==> src/rtl/gcc_pkg.sv <==
package gcc_pkg;
    localparam int CODE_W    = 4;
    localparam int SR_W      = 8;
    localparam int NUM_GAINS = 14;

    typedef logic [CODE_W-1:0] gain_t;

    function automatic logic code_ok(input gain_t code);
        return int'(code) < NUM_GAINS;
    endfunction
endpackage

==> src/rtl/gcc_sync.sv <==
module gcc_sync #(
    parameter int           W       = 1,
    parameter int           STAGES  = 2,
    parameter logic [W-1:0] RST_VAL = '0
) (
    input  logic         clk,
    input  logic         rst_n,
    input  logic [W-1:0] din,
    output logic [W-1:0] dout
);
    typedef struct packed {
        logic [STAGES-1:0][W-1:0] pipe;
    } sync_st_t;

    localparam sync_st_t RST_STATE = '{pipe: {STAGES{RST_VAL}}};

    sync_st_t st_d, st_q;

    always_comb begin
        st_d = st_q;
        st_d.pipe[0] = din;
        for (int i = 1; i < STAGES; i++) begin
            st_d.pipe[i] = st_q.pipe[i-1];
        end
    end

    always_ff @(posedge clk or negedge rst_n) begin
        if (!rst_n) st_q <= RST_STATE;
        else        st_q <= st_d;
    end

    assign dout = st_q.pipe[STAGES-1];
endmodule

==> src/rtl/gcc_serial.sv <==
module gcc_serial
    import gcc_pkg::*;
#(
    parameter int SHIFT_W = SR_W
) (
    input  logic  clk,
    input  logic  rst_n,
    input  logic  en_i,
    input  logic  sclk_s,
    input  logic  sdi_s,
    input  logic  csn_s,
    output logic  dout_o,
    output logic  commit_o,
    output gain_t code_o
);
    typedef struct packed {
        logic [SHIFT_W-1:0] sr;
        logic               dout;
        logic               sclk_p;
        logic               csn_p;
    } ser_st_t;

    localparam ser_st_t RST_STATE = '{sr: '0, dout: 1'b0, sclk_p: 1'b0, csn_p: 1'b1};

    ser_st_t st_d, st_q;
    logic    active, sclk_rise, sclk_fall, cs_fall, cs_rise;

    always_comb begin
        active    = en_i && !csn_s;
        sclk_rise = sclk_s && !st_q.sclk_p;
        sclk_fall = !sclk_s && st_q.sclk_p;
        cs_fall   = !csn_s && st_q.csn_p;
        cs_rise   = csn_s && !st_q.csn_p;

        st_d        = st_q;
        st_d.sclk_p = sclk_s;
        st_d.csn_p  = csn_s;
        if (active && sclk_rise) begin
            st_d.sr = {st_q.sr[SHIFT_W-2:0], sdi_s};
        end
        if (active && (sclk_fall || cs_fall)) begin
            st_d.dout = st_q.sr[SHIFT_W-1];
        end

        commit_o = en_i && cs_rise;
        code_o   = st_q.sr[CODE_W-1:0];
    end

    always_ff @(posedge clk or negedge rst_n) begin
        if (!rst_n) st_q <= RST_STATE;
        else        st_q <= st_d;
    end

    assign dout_o = st_q.dout;

    // a qualified rising edge lands the data bit in the lowest position
    assert_shift_in_lsb_R5: assert property (@(posedge clk) disable iff (!rst_n)
        (active && sclk_rise) |=> (st_q.sr[0] == $past(sdi_s)));

    // a deselected port keeps its register contents
    assert_idle_when_deselected_R8: assert property (@(posedge clk) disable iff (!rst_n)
        csn_s |=> $stable(st_q.sr));
endmodule

==> src/rtl/gcc_gain.sv <==
module gcc_gain
    import gcc_pkg::*;
(
    input  logic  clk,
    input  logic  rst_n,
    input  logic  load_i,
    input  gain_t code_i,
    output gain_t gain_o,
    output logic  err_o
);
    typedef struct packed {
        gain_t gain;
        logic  err;
    } gain_st_t;

    gain_st_t st_d, st_q;

    always_comb begin
        st_d = st_q;
        if (load_i) begin
            if (code_ok(code_i)) begin
                st_d.gain = code_i;
                st_d.err  = 1'b0;
            end else begin
                st_d.err  = 1'b1;
            end
        end
    end

    always_ff @(posedge clk or negedge rst_n) begin
        if (!rst_n) st_q <= '0;
        else        st_q <= st_d;
    end

    assign gain_o = st_q.gain;
    assign err_o  = st_q.err;

    // a refused code leaves the applied code untouched
    assert_keep_on_bad_code_R9: assert property (@(posedge clk) disable iff (!rst_n)
        (load_i && !code_ok(code_i)) |=> ($stable(st_q.gain) && st_q.err));

    // the held code is always a valid setting
    assert_gain_in_range_R9: assert property (@(posedge clk) disable iff (!rst_n)
        code_ok(st_q.gain));

    // without a load request nothing moves
    assert_quiet_without_load_R4: assert property (@(posedge clk) disable iff (!rst_n)
        !load_i |=> ($stable(st_q.gain) && $stable(st_q.err)));
endmodule

==> src/rtl/gain_code_ctrl.sv <==
module gain_code_ctrl
    import gcc_pkg::*;
#(
    parameter int SYNC_STAGES = 2
) (
    input  logic       clk,
    input  logic       rst_n,
    input  logic       par_sel,
    input  logic       hold_en,
    input  logic [2:0] par_d,
    input  logic       dq3_in,
    input  logic       sclk,
    input  logic       sdi,
    input  logic       cs_n,
    output logic [3:0] gain_code,
    output logic       code_err,
    output logic       dq3_out,
    output logic       dq3_oe
);
    typedef struct packed {
        logic  mode;
        logic  hold;
        gain_t pcode;
        logic  sclk;
        logic  sdi;
        logic  csn;
    } pins_t;

    localparam int    PINS_W   = $bits(pins_t);
    localparam pins_t PINS_RST = '{mode: 1'b1, hold: 1'b0, pcode: '0,
                                   sclk: 1'b0, sdi: 1'b0, csn: 1'b1};

    pins_t raw, syn;
    logic  ser_commit, ser_dout;
    gain_t ser_code;
    logic  load;
    gain_t load_code;
    gain_t gain_q;
    logic  err_q;

    assign raw = '{mode: par_sel, hold: hold_en, pcode: {dq3_in, par_d},
                   sclk: sclk, sdi: sdi, csn: cs_n};

    gcc_sync #(
        .W       (PINS_W),
        .STAGES  (SYNC_STAGES),
        .RST_VAL (PINS_RST)
    ) u_sync (
        .clk   (clk),
        .rst_n (rst_n),
        .din   (raw),
        .dout  (syn)
    );

    gcc_serial #(
        .SHIFT_W (SR_W)
    ) u_serial (
        .clk      (clk),
        .rst_n    (rst_n),
        .en_i     (!syn.mode),
        .sclk_s   (syn.sclk),
        .sdi_s    (syn.sdi),
        .csn_s    (syn.csn),
        .dout_o   (ser_dout),
        .commit_o (ser_commit),
        .code_o   (ser_code)
    );

    always_comb begin
        if (syn.mode) begin
            load      = !syn.hold;
            load_code = syn.pcode;
        end else begin
            load      = ser_commit;
            load_code = ser_code;
        end
    end

    gcc_gain u_gain (
        .clk    (clk),
        .rst_n  (rst_n),
        .load_i (load),
        .code_i (load_code),
        .gain_o (gain_q),
        .err_o  (err_q)
    );

    assign gain_code = gain_q;
    assign code_err  = err_q;
    assign dq3_out   = ser_dout;
    assign dq3_oe    = !syn.mode;

    // held parallel code is frozen
    assert_hold_freezes_code_R4: assert property (@(posedge clk) disable iff (!rst_n)
        (syn.mode && syn.hold) |=> $stable(gain_q));

    // the shared pad output does not move in parallel mode
    assert_pad_quiet_in_parallel_R2: assert property (@(posedge clk) disable iff (!rst_n)
        syn.mode |=> $stable(ser_dout));
endmodule

==> config.mk <==
export PLATFORM = sky130hd
export DESIGN_NAME = gain_code_ctrl
export DESIGN_NICKNAME = d
export VERILOG_FILES = /design/src/rtl/gcc_pkg.sv /design/src/rtl/gcc_sync.sv /design/src/rtl/gcc_serial.sv /design/src/rtl/gcc_gain.sv /design/src/rtl/gain_code_ctrl.sv
export SDC_FILE = /design/constraint.sdc
export NUM_CORES = 1
export LEC_CHECK = 0
export ABC_AREA = 1
export BUFFER_PORTS_ARGS = -buffer_cell sky130_fd_sc_hd__buf_2
export CAP_MARGIN = 5
export CORE_UTILIZATION = 50
export DETAILED_ROUTE_END_ITERATION = 6
export PLACE_DENSITY = 0.71
export SLEW_MARGIN = 20
export SYNTH_ARGS = -nofsm -noshare
export SYNTH_HDL_FRONTEND = slang
export SYNTH_SLANG_ARGS = --single-unit
==> constraint.sdc <==
create_clock -name clk -period 1.4 [get_ports clk]
set_input_delay 0 -clock clk [delete_from_list [all_inputs] [get_ports clk]]
set_output_delay 0 -clock clk [all_outputs]
set_load 0.03 [all_outputs]
==> flow_summary.json <==
{
  "finalHoldViolCount": 0,
  "place_congestion": 0.782,
  "p_leak_nw": 0.737,
  "tns_ns": 0,
  "nNetsFinal": 143,
  "path_class": "reg2reg",
  "post_cts_buffers": 0,
  "drt_iter0_drc": 10,
  "cts_sinks": 34,
  "period_needed_ns": 1.26,
  "power_density_mw_per_mm2": 1400,
  "yosysSeqAreaShare_pct": 71.0,
  "first_global_vias": 713,
  "fp-row-count": 17,
  "p_switching_mw": 0.574,
  "place_hpwl_mm": 1.08,
  "viasPerCell": 4.54,
  "antenna_found_initial": 0,
  "hp-class": "in2async",
  "final_cells": 161,
  "post-route-util_pct": 65.0,
  "ys_types": 15,
  "die_w_um": 51.1,
  "r2r_slack_ns": 0.14,
  "power.total_mw": 2.05,
  "rr_startpoint": "u_sync.dout[8]$_DFF_PN1_",
  "syn_to_final_growth_pct": 21.3,
  "stdcell_area_mm2": 0.00147,
  "vias": 731,
  "place_area_mm2": 0.00131,
  "pwr-share-comb_pct": 16.8,
  "clk_pin_slew_ns": 0.09,
  "cts_tree": "yes",
  "synthCells": 100,
  "slew_headroom_pct": 52.9,
  "final_common_cell": "dfrtp_1",
  "port-buffer-count": 17,
  "ys_seq_elements": 34,
  "numCtsBuffers": 5,
  "worst_pin_slew_ns": 0.707,
  "rsz0062_at_grt": "false",
  "synth.avg_cell_area_um2": 12.1,
  "internal-power_mw": 1.48,
  "sw_frac_of_total_pct": 28.0,
  "gr-total-overflow": 0,
  "drive_above_1_share_pct": 32.3,
  "wl_per_cell_um": 10.4,
  "io_pins": 18,
  "path_max_fanout": 8,
  "start_kind": "flip-flop",
  "finalCritPeriodShare_pct": 89.7,
  "cp.arrival_ns": 1.48,
  "fillers": 186,
  "dp_cells": 143,
  "grt_max_degree": 35,
  "die_h_um": 51.1,
  "final_cell_mix": "dfrtp_1 (29), nand2_1 (21), buf_2 (17)",
  "worstReg2RegEnd": "u_gain.gain_o[3]$_DFFE_PN0P_",
  "yosys_warnings": 0,
  "ir_drop_mv": 0.960,
  "fmax_mhz": 796,
  "grt_pass1_wl_mm": 2.81,
  "clkPwrFrac_pct": 26.3,
  "dieArea_mm2": 0.00262,
  "seqPwrFrac_pct": 56.9,
  "rr_worst_depth": 7,
  "clockRootBuffer": "clkbuf_4",
  "dr.pass1.iters": 2,
  "diodes": 0,
  "core_area_mm2": 0.00225,
  "slew_violations": 0,
  "skew_ns": 0.00292,
  "setup-violations-final": 0,
  "ant_nets": 0,
  "worst_ep_required_time_ns": 1.62,
  "cts_max_path_buffers": 2,
  "clk_latency_ns": 0.33,
  "start_util_pct": 53.6,
  "syn_area_mm2": 0.00121,
  "grt.total_usage_pct": 16.3,
  "status": "finished, final reports clean",
  "wl_mm": 1.68,
  "max-cap-violations": 0,
  "drc": 0,
  "syn_nets": 111,
  "endpoint_kind": "flip-flop",
  "htreeDepth": 2
}
-- cell type report --
type / instances / area [um^2] / share of cell area, %
clock inverters: 1 / 5.00 / 0.342
flip-flops and latches: 34 / 857 / 58.5
inverters: 12 / 47.5 / 3.25
well taps: 28 / 35.0 / 2.39
repair buffers: 27 / 185 / 12.6
multi-input cells: 52 / 280 / 19.1
clock buffers: 7 / 55.1 / 3.76
-- metrics by stage --
stage	setup slack, ns	hold slack [ns]
2_1_floorplan	0.226	-0.296
3_3_place_gp	0.200	0.0843
3_5_place_dp	0.165	0.0853
4_1_cts	0.137	0.254
5_1_grt	0.0569	0.277
6_report	0.144	0.253
-- worst max-delay path by stage --
stage,from,endpoint,slack [ns]
2_1_floorplan,u_sync.dout[8]$_DFF_PN1_,u_gain.gain_o[0]$_DFFE_PN0P_,0.23
3_3_place_gp,u_sync.dout[8]$_DFF_PN1_,u_gain.gain_o[2]$_DFFE_PN0P_,0.20
3_5_place_dp,u_sync.dout[8]$_DFF_PN1_,u_gain.gain_o[3]$_DFFE_PN0P_,0.16
4_1_cts,u_sync.dout[8]$_DFF_PN1_,u_gain.gain_o[3]$_DFFE_PN0P_,0.14
5_1_grt,u_sync.dout[8]$_DFF_PN1_,u_gain.gain_o[3]$_DFFE_PN0P_,0.06
6_report,u_sync.dout[8]$_DFF_PN1_,u_gain.gain_o[3]$_DFFE_PN0P_,0.14
-- registers in the layout, summed over array words and instances (netlist names) --
signal and count:
u_serial.st_q 6, u_sync.dout 9, u_serial.code_o 4, u_sync.st_d 9, u_gain.err_o 1, u_gain.gain_o 4
u_serial.dout_o 1
-- cells by family after synthesis --
family | Yosys count | synth area share (%)
buffers and inverters | 14 | 5.80
AO/OA/AOI/OAI | 13 | 7.87
AND/OR/NAND/NOR | 39 | 15.3
flip-flops | 34 | 71.0
-- worst max-delay path: stages (launching register included) --
cell,delay (ns)
dfstp_2,0.64
inv_4,0.06
nand2_1,0.07
nand2_1,0.08
nand2_1,0.09
nand2_2,0.07
nand3_1,0.08
nand2_1,0.06
-- power groups by stage --
stage	registers [mW]	clock network, mW	logic, mW
2_1_floorplan	1.24	0	0.176
3_3_place_gp	1.18	0	0.317
3_5_place_dp	1.18	0	0.327
4_1_cts	1.17	0.565	0.350
5_1_grt	1.18	0.606	0.384
6_report	1.17	0.538	0.344
-- Yosys cell counts --
cell,number,area [um^2]
nand3_4,1,17.5
nor2_1,5,18.8
dfstp_2,5,131
o21ai_2,4,35.0
a21oi_2,4,35.0
inv_4,1,6.26
nand3_1,8,40.0
nand2_2,3,18.8
inv_1,11,41.3
dfrtp_1,29,726
nand2_1,21,78.8
buf_6,2,22.5
nor2_4,1,11.3
o21ai_0,3,15.0
a21oi_1,2,10.0
-- routing by layer --
layer	vias up	GRT usage, %	wire length, um
met4	0	11.6	29
li1	371	-	-
met3	4	8.93	90
met5	-	0	0
met2	21	24.6	799
met1	335	17.0	757
-- what timing repair did --
action | in CTS | in global routing
hold buffers | 10 | 0
endpoints found under the hold margin | 38 | 0
resized for setup | 0 | 0
endpoints found under the setup margin | 0 | 0
(Power assumes the default switching activity.)
